**src/rtl/cfgld_pkg.sv**
```systemverilog
package cfgld_pkg;
  localparam int WORD_W     = 18;
  localparam int REGS_PER_Q = 4;

  typedef enum logic [2:0] {
    ST_IDLE,
    ST_LOAD,
    ST_SHIFT,
    ST_WAIT,
    ST_DONE
  } ld_state_t;
endpackage

```
**src/rtl/cfgld_image.sv**
```systemverilog
module cfgld_image #(
  parameter int QUEUES  = 2,
  parameter int WORD_W  = 18,
  parameter int IMG_MUL = 32'h01E37,
  parameter int IMG_ADD = 32'h2A5C3,
  localparam int NWORDS = 1 + 4 * QUEUES,
  localparam int IDX_W  = $clog2(NWORDS + 1),
  localparam int LEN_W  = $clog2(WORD_W + 1)
) (
  input  logic [IDX_W-1:0]  idx_i,
  output logic [WORD_W-1:0] word_o,
  output logic [LEN_W-1:0]  len_o
);
  logic [31:0] prod;

  always_comb begin
    prod = 32'(idx_i) * 32'(IMG_MUL) + 32'(IMG_ADD);
    if (32'(idx_i) == 32'(NWORDS)) begin
      // end-of-configuration marker: a single 1 bit in the top position
      word_o = {1'b1, {(WORD_W-1){1'b0}}};
      len_o  = LEN_W'(1);
    end else begin
      word_o = prod[WORD_W-1:0];
      len_o  = LEN_W'(WORD_W);
    end
  end
endmodule

```
**src/rtl/cfgld_serializer.sv**
```systemverilog
module cfgld_serializer #(
  parameter int WORD_W = 18,
  localparam int LEN_W = $clog2(WORD_W + 1)
) (
  input  logic              clk,
  input  logic              rst_n,
  input  logic              load_i,
  input  logic              shift_i,
  input  logic [WORD_W-1:0] word_i,
  input  logic [LEN_W-1:0]  len_i,
  output logic              bit_o,
  output logic              last_o
);
  logic [WORD_W-1:0] sreg_q;
  logic [LEN_W-1:0]  rem_q;

  always_ff @(posedge clk or negedge rst_n) begin
    if (!rst_n) begin
      sreg_q <= '0;
      rem_q  <= '0;
    end else if (load_i) begin
      sreg_q <= word_i;
      rem_q  <= len_i;
    end else if (shift_i && rem_q != '0) begin
      sreg_q <= {sreg_q[WORD_W-2:0], 1'b0};
      rem_q  <= rem_q - LEN_W'(1);
    end
  end

  assign bit_o  = sreg_q[WORD_W-1];
  assign last_o = (rem_q == LEN_W'(1));

  // a new word is only loaded once the previous one has drained
  a_r4_load_drained: assert property (@(posedge clk) disable iff (!rst_n)
    load_i |-> rem_q == '0);

  // most significant bit first, one position per shift
  a_r2_msb_first: assert property (@(posedge clk) disable iff (!rst_n)
    (shift_i && !load_i && rem_q > LEN_W'(1)) |=> bit_o == $past(sreg_q[WORD_W-2]));
endmodule

```
**src/rtl/cfgld_chain_watch.sv**
```systemverilog
module cfgld_chain_watch #(
  parameter int TMO_W = 8
) (
  input  logic             clk,
  input  logic             rst_n,
  input  logic             active_i,
  input  logic             chain_n_i,
  input  logic [TMO_W-1:0] limit_i,
  output logic             seen_o,
  output logic             expire_o
);
  logic [TMO_W-1:0] cnt_q;

  always_ff @(posedge clk or negedge rst_n) begin
    if (!rst_n)                 cnt_q <= '0;
    else if (!active_i)         cnt_q <= '0;
    else if (cnt_q != limit_i)  cnt_q <= cnt_q + TMO_W'(1);
  end

  // tail enable has priority over the window end in the same cycle
  assign seen_o   = active_i && !chain_n_i;
  assign expire_o = active_i && chain_n_i && (cnt_q == limit_i);

  // expiry in a later cycle needs the window to have been running
  a_r7_expire_in_window: assert property (@(posedge clk) disable iff (!rst_n)
    (expire_o && limit_i != '0) |-> $past(active_i));
endmodule

```
**src/rtl/sercfg_loader.sv**
```systemverilog
module sercfg_loader
  import cfgld_pkg::*;
#(
  parameter int QUEUES  = 2,
  parameter int TMO_W   = 8,
  parameter int IMG_MUL = 32'h01E37,
  parameter int IMG_ADD = 32'h2A5C3
) (
  input  logic             clk,
  input  logic             rst_n,
  input  logic             start_i,
  input  logic [TMO_W-1:0] timeout_i,
  input  logic             chain_sen_n_i,
  output logic             sdo_o,
  output logic             sen_n_o,
  output logic             busy_o,
  output logic             done_o,
  output logic             err_o
);
  localparam int NWORDS = 1 + REGS_PER_Q * QUEUES;
  localparam int IDX_W  = $clog2(NWORDS + 1);
  localparam int LEN_W  = $clog2(WORD_W + 1);

  ld_state_t         state_q;
  logic [IDX_W-1:0]  idx_q;
  logic              err_q;
  logic [WORD_W-1:0] img_word;
  logic [LEN_W-1:0]  img_len;
  logic              ser_bit, ser_last;
  logic              ch_seen, ch_expire;
  logic              idle_like;
  logic              at_marker;

  assign idle_like = (state_q == ST_IDLE) || (state_q == ST_DONE);
  assign at_marker = (32'(idx_q) == 32'(NWORDS));

  cfgld_image #(
    .QUEUES (QUEUES),
    .WORD_W (WORD_W),
    .IMG_MUL(IMG_MUL),
    .IMG_ADD(IMG_ADD)
  ) u_image (
    .idx_i (idx_q),
    .word_o(img_word),
    .len_o (img_len)
  );

  cfgld_serializer #(
    .WORD_W(WORD_W)
  ) u_ser (
    .clk    (clk),
    .rst_n  (rst_n),
    .load_i (state_q == ST_LOAD),
    .shift_i(state_q == ST_SHIFT),
    .word_i (img_word),
    .len_i  (img_len),
    .bit_o  (ser_bit),
    .last_o (ser_last)
  );

  cfgld_chain_watch #(
    .TMO_W(TMO_W)
  ) u_watch (
    .clk      (clk),
    .rst_n    (rst_n),
    .active_i (state_q == ST_WAIT),
    .chain_n_i(chain_sen_n_i),
    .limit_i  (timeout_i),
    .seen_o   (ch_seen),
    .expire_o (ch_expire)
  );

  always_ff @(posedge clk or negedge rst_n) begin
    if (!rst_n) begin
      state_q <= ST_IDLE;
      idx_q   <= '0;
      err_q   <= 1'b0;
    end else begin
      unique case (state_q)
        ST_IDLE, ST_DONE: begin
          if (start_i) begin
            state_q <= ST_LOAD;
            idx_q   <= '0;
            err_q   <= 1'b0;
          end
        end
        ST_LOAD: state_q <= ST_SHIFT;
        ST_SHIFT: begin
          if (ser_last) begin
            if (at_marker) begin
              state_q <= ST_WAIT;
            end else begin
              idx_q   <= idx_q + IDX_W'(1);
              state_q <= ST_LOAD;
            end
          end
        end
        ST_WAIT: begin
          if (ch_seen) begin
            state_q <= ST_DONE;
          end else if (ch_expire) begin
            state_q <= ST_IDLE;
            err_q   <= 1'b1;
          end
        end
        default: state_q <= ST_IDLE;
      endcase
    end
  end

  assign sen_n_o = (state_q != ST_SHIFT);
  assign sdo_o   = (state_q == ST_SHIFT) ? ser_bit : 1'b0;
  assign busy_o  = !idle_like;
  assign done_o  = (state_q == ST_DONE);
  assign err_o   = err_q;

  // done only follows a sampled low tail enable
  a_r6_done_needs_chain: assert property (@(posedge clk) disable iff (!rst_n)
    $rose(done_o) |-> $past(!chain_sen_n_i));

  // error only rises out of the wait with the tail enable still high
  a_r7_err_from_wait: assert property (@(posedge clk) disable iff (!rst_n)
    $rose(err_o) |-> ($past(state_q == ST_WAIT) && $past(chain_sen_n_i)));

  // a start pulse mid-word leaves the shift running
  a_r9_start_ignored: assert property (@(posedge clk) disable iff (!rst_n)
    (state_q == ST_SHIFT && start_i && !ser_last) |=> state_q == ST_SHIFT);

  // the end marker bit is a 1
  a_r3_marker_one: assert property (@(posedge clk) disable iff (!rst_n)
    (state_q == ST_SHIFT && at_marker) |-> sdo_o);

  // busy and done never overlap
  a_r5_busy_done_excl: assert property (@(posedge clk) disable iff (!rst_n)
    !(busy_o && done_o));
endmodule

```
**config.mk**
```make
export PLATFORM = sky130hd
export DESIGN_NAME = sercfg_loader
export DESIGN_NICKNAME = d
export VERILOG_FILES = /design/src/rtl/cfgld_pkg.sv /design/src/rtl/cfgld_image.sv /design/src/rtl/cfgld_serializer.sv /design/src/rtl/cfgld_chain_watch.sv /design/src/rtl/sercfg_loader.sv
export SDC_FILE = /design/constraint.sdc
export NUM_CORES = 1
export LEC_CHECK = 0
export ABC_AREA = 1
export BUFFER_PORTS_ARGS = -buffer_cell sky130_fd_sc_hd__buf_2
export CAP_MARGIN = 20
export CORE_UTILIZATION = 47
export CTS_BUF_LIST = sky130_fd_sc_hd__clkbuf_4
export CTS_CLUSTER_DIAMETER = 150
export DETAILED_ROUTE_END_ITERATION = 12
export HOLD_SLACK_MARGIN = 0.05
export PLACE_DENSITY_LB_ADDON = 0.3
export SYNTH_ARGS = -nofsm -noshare
export SYNTH_HDL_FRONTEND = slang
export SYNTH_SLANG_ARGS = --single-unit
```
**constraint.sdc**
```tcl
create_clock -name clk -period 2.75 [get_ports clk]
set_input_delay 0.55 -clock clk [delete_from_list [all_inputs] [get_ports clk]]
set_output_delay 0.55 -clock clk [all_outputs]
set_load 0.005 [all_outputs]
```
==> flow_metrics.env <==
export IMPL_ctsHoldBuffers=0
export IMPL_ys_async_sr_fraction=1.00
export IMPL_yosys_area_top_type="dfrtp_1"
export IMPL_critPathCaptureType="flop"
export IMPL_hpwl_um=6430
export IMPL_cp_data_arrival_time_ns=3.26
export IMPL_syn_nets=543
export IMPL_synth_warning_count=0
export IMPL_cts_clk_slew_worst_paths_ns=0.13
export IMPL_place_area_sq_um=3940
export IMPL_viasPerCell=5.15
export IMPL_slew_viol_final=0
export IMPL_synth_main_ff_cell="dfrtp_1"
export IMPL_finClkSkew_ns=0.00843
export IMPL_portBuffers=16
export IMPL_synth_cell_types=35
export IMPL_setup_violations=9
export IMPL_critPathMaxFanout=4
export IMPL_num_io_pins=17
export IMPL_syn_area_per_cell_sq_um=7.19
export IMPL_synthToLayoutAreaGrowth_pct=24.0
export IMPL_diodes=0
export IMPL_grt_pass1_vias=3219
export IMPL_min_path_type="input port to asynchronous set/reset pin"
export IMPL_die_area_sq_um=7770
export IMPL_fp_coreArea_sq_um=7210
export IMPL_root_buffer="clkbuf_4"
export IMPL_clk_path_buf_depth=2
export IMPL_final_layout_size_suffix_gt1_frac=0.268
export IMPL_failed_checks="negative setup slack"
export IMPL_initial_core_util=0.484
export IMPL_cap_viol_max_count=0
export IMPL_cts_tree="built"
export IMPL_fmax_mhz=332
export IMPL_firstDrtPassIters=5
export IMPL_hold_violations=0
export IMPL_htree_levels=2
export IMPL_vias=3301
export IMPL_worst_slew_pin_slew_ns=0.589
export IMPL_grt_pass1_wl_um=14700
export IMPL_finalWirelength_um=9080
export IMPL_yosys_top_cells_count="nand2_1 (138), inv_1 (71), nor2_1 (42), dfrtp_1 (39), ha_1 (39)"
export IMPL_leakage_uw=0.00218
export IMPL_powerDensity_nw_per_um2=1090
export IMPL_start_kind="flop"
export IMPL_timing_final_crit_period_ns=3.01
export IMPL_synth_seq_cells=39
export IMPL_finish_instance_area_sq_um=4330
export IMPL_max_slew_margin=0.605
export IMPL_setup_slack_ns=-0.260
export IMPL_clock_latency_ns=0.35
export IMPL_synth_most_common_cell="nand2_1"
export IMPL_critPathMaxStageDelay_ns=0.60
export IMPL_status="finished, violations left"
export IMPL_routabilityCongestion=0.915
export IMPL_yosysTopAreaCellShare=0.280
export IMPL_grt_overflow_total=0
export IMPL_fillCellCount=647
export IMPL_worstPathCellList="fa_2, inv_2, fa_1, inv_2, ha_4, ha_4, nand2_2, inv_2, nand3_2, nor2_1, nand2_1, nand3_1, nand2_1, nand3_1, a21oi_1"
export IMPL_setup_tns_ns=-1.26
export IMPL_synth_area_leaders="dfrtp_1 (28%), nand2_1 (15%), ha_1 (14%)"
export IMPL_postRouteAntennaNets=0
export IMPL_antenna_found_initial=0
export IMPL_fin_nets=599
export IMPL_dieHeight_um=88.2
export IMPL_period_share=1.09
export IMPL_peakVddDrop_uv=607
export IMPL_grt_usage=0.248
export IMPL_rsz0062_at_grt="yes"
export IMPL_crit_top_cell="inv_2"
export IMPL_syn_area_sq_um=3490
export IMPL_layout_cells_non_filler=641
export IMPL_drtIter0Drc=152
export IMPL_drc_errors=0
export IMPL_wire_per_inst_um=14.2
export IMPL_grt_max_degree=20
export IMPL_timing_worst_setup_path_type="flop to flop"
export IMPL_synth_seq_area_share=0.280
export IMPL_slowest_stage="fa_2"
export IMPL_postSynthCellCount=485
export IMPL_row_count=31
export IMPL_cts_sinks=39
export IMPL_dp_cells=626
export IMPL_cp_required_ns=3.00
export IMPL_cts_inserted_buffers=5
export IMPL_chipWidth_um=88.2
export IMPL_synth_edf_count=0
-- state kept, by name, indices dropped and copies added, names as in the netlist --
register,cells
u_ser.rem_q,5
u_watch.cnt_q,8
idx_q,4
state_q,3
u_ser.sreg_q,18
err_o,1
-- metal layers --
layer,GRT usage,vias to the layer above,part of all wire
li1,-,1656,-
met1,0.313,1520,0.44
met2,0.431,100,0.50
met3,0.0368,25,0.041
met4,0.0894,0,0.023
met5,0,-,0
-- report_power, final --
group	total, uW	switching [uW]	internal, uW
clock	312	204	109
sequential	942	143	800
combinational	3450	2040	1410
total	4700	2390	2310
-- critical path, delay by kind of cell, from the launching register on --
family                   cells  cell delay (ns)
AND/OR/NAND/NOR              7             0.62
buffers and inverters        3             0.17
adder cells (fa/ha/maj)      4             1.61
flip-flops                   1             0.44
AO/OA/AOI/OAI                1             0.07
-- timing repair --
| item | 4_1_cts | 5_1_grt |
|---|---|---|
| gates resized for setup | 34 | 33 |
| pin swaps | 16 | 17 |
| endpoints found under the setup margin | 13 | 12 |
| endpoints found under the hold margin | 0 | 0 |
| buffers inserted | 6 | 1 |
-- cell type report --
type	count	area [sq um]	share of cell area
Clock buffer	6	45.0	0.0104
Sequential cell	39	980	0.226
Multi-Input combinational cell	365	2510	0.580
Clock inverter	2	12.5	0.00289
Tap cell	99	124	0.0286
Inverter	77	293	0.0677
Timing Repair Buffer	53	365	0.0844
-- metrics by stage --
step / hold WS [ns] / util / total power (uW) / setup WS, ns
finish: 0.140 / 0.600 / 4700 / -0.260
global route: 0.145 / 0.600 / 5130 / -0.385
CTS: 0.140 / 0.582 / 4440 / -0.205
detailed placement: 0.458 / 0.546 / 3850 / -0.255
global placement: 0.457 / 0.546 / 3780 / -0.172
floorplan: 0.254 / - / 3080 / -0.0495
-- path summary, 6_finish.rpt --
path | start | to | slack (ns) | depth (start not counted)
min in group clk | chain_sen_n_i | state_q[2]$_DFFE_PN0P_ | 0.48 | 3
min reg2reg | err_o$_DFFE_PN0P_ | err_o$_DFFE_PN0P_ | 0.48 | 2
max in group asynchronous | rst_n | u_ser.rem_q[3]$_DFFE_PN0P_ | 2.05 | 2
max reg2reg | idx_q[2]$_DFFE_PN0P_ | u_ser.sreg_q[16]$_DFFE_PN0P_ | -0.26 | 15
min | rst_n | u_ser.sreg_q[14]$_DFFE_PN0P_ | 0.14 | 1
max | idx_q[2]$_DFFE_PN0P_ | u_ser.sreg_q[16]$_DFFE_PN0P_ | -0.26 | 15
-- cells in the final DEF (no fill, tap or decap), drive strengths merged, types with 2 or more instances in the layout --
cell type	count
nand2	142
inv	76
buf	53
nor2	44
dfrtp	39
ha	39
o21ai	30
nand3	29
a21oi	23
xnor2	12
nor3	8
fa	7
clkbuf	6
xor2	4
or2	4
nand3b	4
nand4	3
a22oi	3
o31ai	2
clkinv	2
and2	2
o21a	2
a21o	2
a32oi	2
o211ai	2
-- logic make-up after synthesis --
family | count (synthesis) | synth area share
AOI/OAI and AO/OA | 67 | 0.107
xor gates and xnor gates | 16 | 0.0402
adders and majority gates | 46 | 0.180
buffers and inverters | 81 | 0.0947
DFF | 39 | 0.280
and+or+nand+nor | 236 | 0.299
No activity file was read; power rests on OpenSTA's default activity.
